**src/rtl/syn_ctrl_pkg.sv**
```systemverilog
package syn_ctrl_pkg;
  localparam int unsigned WORD_W    = 24;
  localparam int unsigned ADDR_W    = 3;
  localparam int unsigned NUM_WORDS = 1 << ADDR_W;
  localparam int unsigned PAY_W     = WORD_W - ADDR_W;
  localparam int unsigned DIV_W     = 18;
  localparam int unsigned REF_W     = 15;
  localparam int unsigned CP_W      = 2;
  localparam int unsigned PSC_W     = 3;
  // payload bit positions (payload bit n = word bit n + ADDR_W)
  localparam int unsigned P_POL     = REF_W;
  localparam int unsigned P_INV     = REF_W + 1;
  localparam int unsigned P_RXCP    = 0;
  localparam int unsigned P_TXCP    = P_RXCP + CP_W;
  localparam int unsigned P_RXDRV   = P_TXCP + CP_W;
  localparam int unsigned P_TXDRV   = P_RXDRV + 1;
  localparam int unsigned P_LSEL    = P_TXDRV + 1;
  localparam int unsigned P_RXPSC   = P_LSEL + 1;
  localparam int unsigned P_TXPSC   = P_RXPSC + PSC_W;
  localparam int unsigned P_RXEN    = 0;
  localparam int unsigned P_TXEN    = 1;
  localparam int unsigned P_AUX5    = 2;
  localparam int unsigned AUX5_W    = PAY_W - P_AUX5;

  typedef enum logic [ADDR_W-1:0] {
    W_RXDIV = 3'd0, W_TXDIV = 3'd1, W_RXREF = 3'd2, W_TXREF = 3'd3,
    W_PUMP  = 3'd4, W_POWER = 3'd5, W_AUXA  = 3'd6, W_AUXB  = 3'd7
  } waddr_e;

  typedef struct packed {
    logic [DIV_W-1:0] div;
    logic [REF_W-1:0] refdiv;
    logic             pol;
    logic             lk_inv;
    logic [CP_W-1:0]  cp;
    logic             drive;
    logic [PSC_W-1:0] psc;
    logic             en;
  } synth_cfg_t;
endpackage

```
**src/rtl/syn_ser_rx.sv**
```systemverilog
module syn_ser_rx #(
  parameter int unsigned SYNC_STAGES = 2,
  parameter int unsigned WORD_W      = 24
) (
  input  logic              clk_i,
  input  logic              rst_ni,
  input  logic              sclk_i,
  input  logic              sdata_i,
  input  logic              slatch_i,
  output logic [WORD_W-1:0] word_o,
  output logic              commit_o
);
  localparam int unsigned LINES = 3; // {latch, data, clock}

  logic [SYNC_STAGES-1:0][LINES-1:0] sync_q;
  logic [LINES-1:0]                  prev_q;
  logic [LINES-1:0]                  tail;
  logic [WORD_W-1:0]                 shift_q, shift_d;
  logic                              shift_en, lat_rise;

  always_ff @(posedge clk_i or negedge rst_ni) begin
    if (!rst_ni) begin
      sync_q <= '0;
      prev_q <= '0;
    end else begin
      sync_q[0] <= {slatch_i, sdata_i, sclk_i};
      for (int i = 1; i < SYNC_STAGES; i++) sync_q[i] <= sync_q[i-1];
      prev_q <= sync_q[SYNC_STAGES-1];
    end
  end

  always_comb begin
    tail     = sync_q[SYNC_STAGES-1];
    shift_en = tail[0] & ~prev_q[0];
    lat_rise = tail[2] & ~prev_q[2];
    shift_d  = {shift_q[WORD_W-2:0], tail[1]};
  end

  always_ff @(posedge clk_i or negedge rst_ni) begin
    if (!rst_ni)       shift_q <= '0;
    else if (shift_en) shift_q <= shift_d;
  end

  assign word_o   = shift_q;
  assign commit_o = lat_rise;
endmodule

```
**src/rtl/syn_shadow_bank.sv**
```systemverilog
module syn_shadow_bank #(
  parameter int unsigned ADDR_W = 3,
  parameter int unsigned PAY_W  = 21,
  localparam int unsigned NUM   = 1 << ADDR_W
) (
  input  logic                      clk_i,
  input  logic                      rst_ni,
  input  logic                      commit_i,
  input  logic [ADDR_W-1:0]         addr_i,
  input  logic [PAY_W-1:0]          data_i,
  output logic [NUM-1:0][PAY_W-1:0] regs_o,
  output logic [NUM-1:0]            we_o
);
  always_comb begin
    for (int i = 0; i < NUM; i++) we_o[i] = commit_i && (addr_i == ADDR_W'(i));
  end

  for (genvar g = 0; g < NUM; g++) begin : g_word
    logic [PAY_W-1:0] val_q, val_d;
    assign val_d = we_o[g] ? data_i : val_q;
    always_ff @(posedge clk_i or negedge rst_ni) begin
      if (!rst_ni) val_q <= '0;
      else         val_q <= val_d;
    end
    assign regs_o[g] = val_q;
  end
endmodule

```
**src/rtl/syn_lock_comb.sv**
```systemverilog
module syn_lock_comb (
  input  logic clk_i,
  input  logic rst_ni,
  input  logic rx_lock_i,
  input  logic tx_lock_i,
  input  logic ext_lock_i,
  input  logic rx_inv_i,
  input  logic tx_inv_i,
  input  logic sel_tx_i,
  output logic lock_o
);
  logic int_lock, lock_d, lock_q;

  always_comb begin
    int_lock = sel_tx_i ? (tx_lock_i ^ tx_inv_i) : (rx_lock_i ^ rx_inv_i);
    lock_d   = int_lock & ext_lock_i;
  end

  always_ff @(posedge clk_i or negedge rst_ni) begin
    if (!rst_ni) lock_q <= 1'b0;
    else         lock_q <= lock_d;
  end

  assign lock_o = lock_q;
endmodule

```
**src/rtl/syn_ctrl_regbank.sv**
```systemverilog
module syn_ctrl_regbank
  import syn_ctrl_pkg::*;
#(
  parameter int unsigned SYNC_STAGES = 2
) (
  input  logic              clk_i,
  input  logic              rst_ni,
  input  logic              sclk_i,
  input  logic              sdata_i,
  input  logic              slatch_i,
  input  logic              pca_i,
  input  logic              rx_lock_i,
  input  logic              tx_lock_i,
  input  logic              ext_lock_i,
  output logic              tx_mode_o,
  output logic [DIV_W-1:0]  syn_div_o,
  output logic [REF_W-1:0]  syn_ref_o,
  output logic [PSC_W-1:0]  syn_psc_o,
  output logic              syn_pol_o,
  output logic [CP_W-1:0]   syn_cp_o,
  output logic              syn_cp_tri_o,
  output logic              rx_pwr_o,
  output logic              tx_pwr_o,
  output logic              lock_o,
  output logic [AUX5_W-1:0] aux_bias_o,
  output logic [PAY_W-1:0]  aux_a_o,
  output logic [PAY_W-1:0]  aux_b_o
);
  logic [WORD_W-1:0]                 word_s;
  logic                              commit_s;
  logic [NUM_WORDS-1:0][PAY_W-1:0]   regs_s;
  logic [NUM_WORDS-1:0]              we_s;
  logic                              mode_q, mode_d;
  synth_cfg_t                        rx_cfg, tx_cfg, act_cfg;
  logic [PAY_W-1:0]                  w_pump;
  logic                              lock_sel_tx;
  logic                              unused_bits;

  // R2 serial capture
  syn_ser_rx #(.SYNC_STAGES(SYNC_STAGES), .WORD_W(WORD_W)) u_rx (
    .clk_i(clk_i), .rst_ni(rst_ni), .sclk_i(sclk_i), .sdata_i(sdata_i),
    .slatch_i(slatch_i), .word_o(word_s), .commit_o(commit_s)
  );

  syn_shadow_bank #(.ADDR_W(ADDR_W), .PAY_W(PAY_W)) u_bank (
    .clk_i(clk_i), .rst_ni(rst_ni), .commit_i(commit_s),
    .addr_i(word_s[ADDR_W-1:0]), .data_i(word_s[WORD_W-1:ADDR_W]),
    .regs_o(regs_s), .we_o(we_s)
  );

  // R7 direction register
  assign mode_d = pca_i;
  always_ff @(posedge clk_i or negedge rst_ni) begin
    if (!rst_ni) mode_q <= 1'b0;
    else         mode_q <= mode_d;
  end

  assign w_pump = regs_s[W_PUMP];

  always_comb begin
    rx_cfg.div    = regs_s[W_RXDIV][DIV_W-1:0];
    rx_cfg.refdiv = regs_s[W_RXREF][REF_W-1:0];
    rx_cfg.pol    = regs_s[W_RXREF][P_POL];
    rx_cfg.lk_inv = regs_s[W_RXREF][P_INV];
    rx_cfg.cp     = w_pump[P_RXCP +: CP_W];
    rx_cfg.drive  = w_pump[P_RXDRV];
    rx_cfg.psc    = w_pump[P_RXPSC +: PSC_W];
    rx_cfg.en     = regs_s[W_POWER][P_RXEN];

    tx_cfg.div    = regs_s[W_TXDIV][DIV_W-1:0];
    tx_cfg.refdiv = regs_s[W_TXREF][REF_W-1:0];
    tx_cfg.pol    = regs_s[W_TXREF][P_POL];
    tx_cfg.lk_inv = regs_s[W_TXREF][P_INV];
    tx_cfg.cp     = w_pump[P_TXCP +: CP_W];
    tx_cfg.drive  = w_pump[P_TXDRV];
    tx_cfg.psc    = w_pump[P_TXPSC +: PSC_W];
    tx_cfg.en     = regs_s[W_POWER][P_TXEN];

    act_cfg = mode_q ? tx_cfg : rx_cfg;
  end

  assign lock_sel_tx = w_pump[P_LSEL];

  // R9 combined lock
  syn_lock_comb u_lock (
    .clk_i(clk_i), .rst_ni(rst_ni), .rx_lock_i(rx_lock_i), .tx_lock_i(tx_lock_i),
    .ext_lock_i(ext_lock_i), .rx_inv_i(rx_cfg.lk_inv), .tx_inv_i(tx_cfg.lk_inv),
    .sel_tx_i(lock_sel_tx), .lock_o(lock_o)
  );

  assign tx_mode_o    = mode_q;
  assign syn_div_o    = act_cfg.div;
  assign syn_ref_o    = act_cfg.refdiv;
  assign syn_psc_o    = act_cfg.psc;
  assign syn_pol_o    = act_cfg.pol;
  assign syn_cp_o     = act_cfg.cp;
  assign syn_cp_tri_o = ~act_cfg.drive;
  assign rx_pwr_o     = rx_cfg.en & ~mode_q;
  assign tx_pwr_o     = tx_cfg.en & mode_q;
  assign aux_bias_o   = regs_s[W_POWER][PAY_W-1:P_AUX5];
  assign aux_a_o      = regs_s[W_AUXA];
  assign aux_b_o      = regs_s[W_AUXB];

  assign unused_bits = ^{regs_s[W_RXDIV][PAY_W-1:DIV_W], regs_s[W_TXDIV][PAY_W-1:DIV_W],
                         regs_s[W_RXREF][PAY_W-1:P_INV+1], regs_s[W_TXREF][PAY_W-1:P_INV+1],
                         w_pump[PAY_W-1:P_TXPSC+PSC_W], act_cfg.lk_inv, act_cfg.en};
endmodule

```
**config.mk**
```make
export PLATFORM = sky130hd
export DESIGN_NAME = syn_ctrl_regbank
export DESIGN_NICKNAME = d
export VERILOG_FILES = /design/src/rtl/syn_ctrl_pkg.sv /design/src/rtl/syn_ser_rx.sv /design/src/rtl/syn_shadow_bank.sv /design/src/rtl/syn_lock_comb.sv /design/src/rtl/syn_ctrl_regbank.sv
export SDC_FILE = /design/constraint.sdc
export NUM_CORES = 1
export LEC_CHECK = 0
export ABC_AREA = 0
export ABC_CLOCK_PERIOD_IN_PS = 3200
export BUFFER_PORTS_ARGS = -buffer_cell sky130_fd_sc_hd__buf_2
export CORE_MARGIN = 4
export CORE_UTILIZATION = 60
export CTS_CLUSTER_DIAMETER = 200
export DETAILED_ROUTE_END_ITERATION = 6
export PLACE_DENSITY = 0.8
export SETUP_SLACK_MARGIN = 0.5
export SYNTH_ARGS = -nofsm -noshare
export SYNTH_HDL_FRONTEND = slang
export SYNTH_SLANG_ARGS = --single-unit
```
**constraint.sdc**
```tcl
create_clock -name clk_i -period 3.2 [get_ports clk_i]
set_clock_uncertainty 0.1 [all_clocks]
set_input_delay 0.16 -clock clk_i [delete_from_list [all_inputs] [get_ports clk_i]]
set_output_delay 0.16 -clock clk_i [all_outputs]
set_load 0.05 [all_outputs]
```
==> Word level (Yosys, flattened, before mapping) <==
Cells that the tools add are included.
{ "op_classes": {"n_eq_ne": 7, "n_mux": 2, "bitwise_logic": 11, "reduce_logical": 9} }
{ "ops": {"columns": ["operator", "n"], "rows": [
  ["42-bit 2-to-1 mux", 1],
  ["3-bit equality test, second input constant", 4],
  ["1-bit logical AND", 8],
  ["3-bit by 2-bit equality test with 1-bit output, second input constant", 2],
  ["1-bit AND", 5],
  ["1-bit NOT", 4],
  ["3-bit by 1-bit equality test with 1-bit output, second input constant", 1],
  ["3-bit logical NOT", 1],
  ["1-bit XOR", 2],
  ["1-bit 2-to-1 mux", 1]
]} }
{ "totals": {"reg_bits": 181, "in_bits": 9, "out_inout_bits": 105, "wordCells": 43} }

==> Depth between registers and ports, before layout <==
{ "logic_depth": {"ltp_word": 3, "ltp_mapped": 5, "depth_no_buf": 3} }

==> By module <==
Synthesis repeated with hierarchy kept, for this count alone.
{ "hier_totals": {"cells_unflattened": 479, "hier_area_um2": 8326.7} }
{ "modules_own_cells": {"columns": ["module", "n_inst", "cells_per_inst", "area_each_um2", "seq_area_each_um2"], "rows": [
  ["syn_shadow_bank", 1, 364, 6338.6, 4204.0],
  ["syn_ser_rx", 1, 61, 1217.4, 800.8],
  ["syn_ctrl_regbank", 1, 48, 711.9, 25.0],
  ["syn_lock_comb", 1, 6, 58.8, 25.0]
]} }

==> Worst setup path after synthesis <==
Ideal clock, no wire load.
{ "synth_timing": {"path_kind": "register -> output", "from": "register mode_q (netlist: tx_mode_o)", "to": "output port syn_cp_tri_o", "arrival_ns": 2.098, "required_ns": 2.940, "path_slack_ns": 0.842, "path_stages_with_launch": 4, "n_path_buf": 2, "cell_sequence": "dfrtp_1 -> clkbuf_1 -> clkbuf_1 -> mux2i_1"} }
{ "synth_between": {"elab_chain_len": 2} }
{ "synth_rtl": {"columns": ["item", "line_no", "text"], "rows": [
  ["start, declared", "syn_ctrl_regbank.sv:33", "logic mode_q, mode_d;"],
  ["start signal, assigned", "syn_ctrl_regbank.sv:55", "else mode_q <= mode_d;"],
  ["42-bit 2-to-1 mux", "syn_ctrl_regbank.sv:79", "act_cfg = mode_q ? tx_cfg : rx_cfg;"],
  ["1-bit NOT", "syn_ctrl_regbank.sv:97", "assign syn_cp_tri_o = ~act_cfg.drive;"],
  ["end, declared", "syn_ctrl_regbank.sv:21", "output logic syn_cp_tri_o,"]
]} }
Every way passes these cells.

==> Final worst setup path <==
{ "layout_timing": {"from": "register u_rx.prev_q[2]", "to": "register u_bank.g_word[7].val_q[15]"} }
{ "layout_between": {"elab_chain_len": 3} }
{ "layout_rtl": {"columns": ["item", "line_no", "text"], "rows": [
  ["start, declared", "syn_ser_rx.sv:16", "logic [LINES-1:0] prev_q;"],
  ["start signal, assigned", "syn_ser_rx.sv:28", "prev_q <= sync_q[SYNC_STAGES-1];"],
  ["1-bit NOT", "syn_ser_rx.sv:35", "lat_rise = tail[2] & ~prev_q[2];"],
  ["1-bit AND", "syn_ser_rx.sv:35", null],
  ["1-bit logical AND", "syn_shadow_bank.sv:15", "for (int i = 0; i < NUM; i++) we_o[i] = commit_i && (addr_i == ADDR_W'(i));"],
  ["end signal, assigned", "syn_shadow_bank.sv:23", "else val_q <= val_d;"],
  ["end, declared", "syn_shadow_bank.sv:19", "logic [PAY_W-1:0] val_q, val_d;"]
]} }
Every way passes these cells.
A chain may end at the register's enable or synchronous reset.

==> reports/summary.txt <==
Worst path cell trace -> nand3b_1, nor2_2, buf_4, mux2_2
CTS H-tree depth -> 4
First-pass GRT wire length -> 23230 um
CP delay by family, top -> simple AND/OR/NAND/NOR gates
Post-route setup TNS -> 0 ns
Final Critical Period -> 2.292 ns
Root Buffer -> clkbuf_16
Worst slack, placed -> 0.9088 ns
Via count -> 3995
Post-synth EDFFs -> 0
Clk sink count -> 180
Overall power -> 7.537 mW
Synthesized net count -> 514
Synth cell count leaders -> mux2_2, dfrtp_1, buf_4, buf_1, buf_2
R2R Path Start -> u_rx.prev_q[2]
# diodes -> 0
Crit. End Element -> flip-flop
Fin. Hold Viols -> 0
Core Rows -> 41
DRT antenna net count -> 0
Worst min-delay path startpoint -> tx_lock_i
Fillers -> 901
CTS clk-pin slew, worst paths -> 0.07 ns
Static Leak -> 4.512 nW
Antenna violations before repair -> 0
Longest Clk Path Bufs -> 2
Fmax -> 0.4364 GHz
Max stage delay cell, worst path -> nor2_2
Worst hold path depth -> 4
Top post-synthesis cells by area -> dfrtp_1, mux2_2, buf_4
Status -> completed
Cell variety after synth -> 24
WP buf/inv -> 1
Layout area overhead -> 11.61%
GRT Util Overall -> 20.83%
Net Sw Power -> 2.748 mW
#FFs+latches synth -> 180
# DRC -> 0
Req. time, crit path -> 3.40 ns
DR iter-0 viols -> 220
Yosys top cell area share -> 58.79%
Max Slew Vio Count -> 0
Pint -> 4.788 mW
CTS tree -> built
Drt first pass iters -> 5
Kind of critical path -> reg -> reg
Post-synth ARST share -> 100.0%
Seq/Total Area, Yosys -> 58.79%
Vias per cell -> 5.399
WP data arrival -> 2.50 ns
Die area -> 14640 um^2
Vias in the first global route -> 4361
Setup crit start kind -> flip-flop
Top FF cell, synth -> dfrtp_1
Syn Inst Count -> 505
Slew headroom -> 49.79%
Slew @ Worst Pin -> 0.7531 ns
Final setup margin -> 0.9083 ns
Worst-Skew Late Latency -> 0.42 ns
VDD IR max -> 412.0 uV
Sw Ratio -> 36.47%
Initial Util -> 60.97%
Worst r2r path cells -> 4
Worst hold endpoint -> u_lock.lock_o
Unrepaired setup endpoints after global routing -> false
Post-DP HPWL -> 9458 um
P per Cell Area -> 881.3 nW/um^2
Setup Viol. Count Final -> 0
Die Width -> 121.0 um
Buffers on Ports -> 113
Layout cell share with drive strength beyond 1 -> 64.61%
Routed Wire Length -> 14350 um
Die Span Y -> 121.0 um
Mapped Area -> 7662 um^2
Critical Path Max Stage Delay -> 0.66 ns
Flop pwr share -> 43.4%
Clock power frac -> 27.3%
Area leader, netlist -> dfrtp_1
Final Cycle Share -> 71.62%
Yosys warns -> 0
CTS resizes -> 0
Flop2flop setup slack -> 0.91 ns
# nets final -> 564
Core footprint -> 12570 um^2
Synthesized area per cell -> 15.17 um^2
DR WL/cell -> 19.39 um
Count leader, synth -> mux2_2
Hold Crit Class -> in -> reg
MaxCap Viol Count -> 0
GRT Residual Overflow -> 0
Gpl congestion -> 0.8090
Reg-to-Reg End -> u_bank.g_word[7].val_q[15]
CP max FO -> 11
CTS Buf Count -> 17
Largest net degree at the start of global routing -> 77
Combinational power share -> 29.3%
Number of placed I/O pins -> 114
-- layout make-up --
cell class                 count  area, um^2  area share (%)
sequential                   180        4506           52.68
clock buffer                  24       491.7           5.750
timing repair buffer         127       704.4           8.237
clock inverter                 8       98.84           1.156
multi-input combinational    229        2536           29.66
tap                          172       215.2           2.516
-- metal layers --
layer	wire, um	global-route usage (%)	share of wire [%]	vias up
li1	-	-	-	1778
met1	6283	27.41	44	2098
met2	7121	33.55	50	99
met3	715	5.734	5.0	20
met4	230	7.224	1.6	0
met5	0	0	0	-
-- metrics by stage --
step / hold slack [ns] / utilization [%] / instances / area, um^2
2_1_floorplan: -0.2356 / - / 505 / 7662
3_3_place_gp: 0.1147 / 62.87 / 702 / 7901
3_5_place_dp: 0.1280 / 62.87 / 702 / 7901
4_1_cts: 0.01696 / 68.04 / 740 / 8552
5_1_grt: 0.01280 / 68.04 / 740 / 8552
6_report: 0.01881 / 68.04 / 740 / 8552
-- registers in the layout, summed over array words and instances (netlist names) --
signal and cells:
tx_mode_o 1, u_bank.g_word.val_q 146, u_lock.lock_o 1, u_rx.prev_q 2
u_rx.sync_q 3, u_rx.tail 3, u_rx.word_o 24
-- power groups by stage --
stage	Sequential (mW)	Clock, mW	Combinational (mW)
after global routing	3.35	2.19	2.33
after CTS	3.28	2.08	2.23
after global placement	3.26	0	2.18
after detailed placement	3.31	0	2.22
final	3.27	2.06	2.21
after floorplan	3.01	0	2.14
-- layout by cell type (no fill, tap or decap), types with 2 or more instances in the layout --
cell type and n:
buf_2 112, buf_4 7, bufinv_16 2, clkbuf_1 3
clkbuf_16 17, clkbuf_8 4, clkinv_2 3, clkinvlp_4 2
dfrtp_1 179, dlygate4sd3_1 6, mux2_1 2, mux2_2 207
nand2_1 2, nand3b_2 2, nor3b_4 3
-- timing repair --
item,CTS,global route
buffers inserted,0,0
endpoints found under the hold margin,79,0
hold buffers,6,0
-- cells by family (layout without fill, tap and decap cells) --
group                  Yosys count  in the layout  synth area share [%]
buffers and inverters           96            159                 8.344
multiplexers                   210            210                 30.85
AND/OR/NAND/NOR                 16             16                 1.666
flip-flops                     180            180                 58.79
XOR/XNOR                         2              2                0.2287
AO/OA/AOI/OAI                    1              1                0.1306
-- worst min-delay path, stage by stage --
cell and delay (ns):
buf_2 0.10, xnor2_1 0.06, nand2_1 0.06, o211a_1 0.13
-- worst max-delay path by stage --
stage,slack [ns],from,to,cells past startpoint
detailed placement,0.91,u_rx.prev_q[2],u_bank.g_word[7].val_q[15],4
global route,0.84,u_rx.prev_q[2],u_bank.g_word[6].val_q[13],4
finish,0.91,u_rx.prev_q[2],u_bank.g_word[7].val_q[15],4
floorplan,0.84,tx_mode_o,syn_cp_tri_o,3
CTS,0.89,tx_mode_o,syn_div_o[9],3
global placement,1.0,u_rx.prev_q[2],u_bank.g_word[7].val_q[13],4
Power figures use the tool's default switching activity.
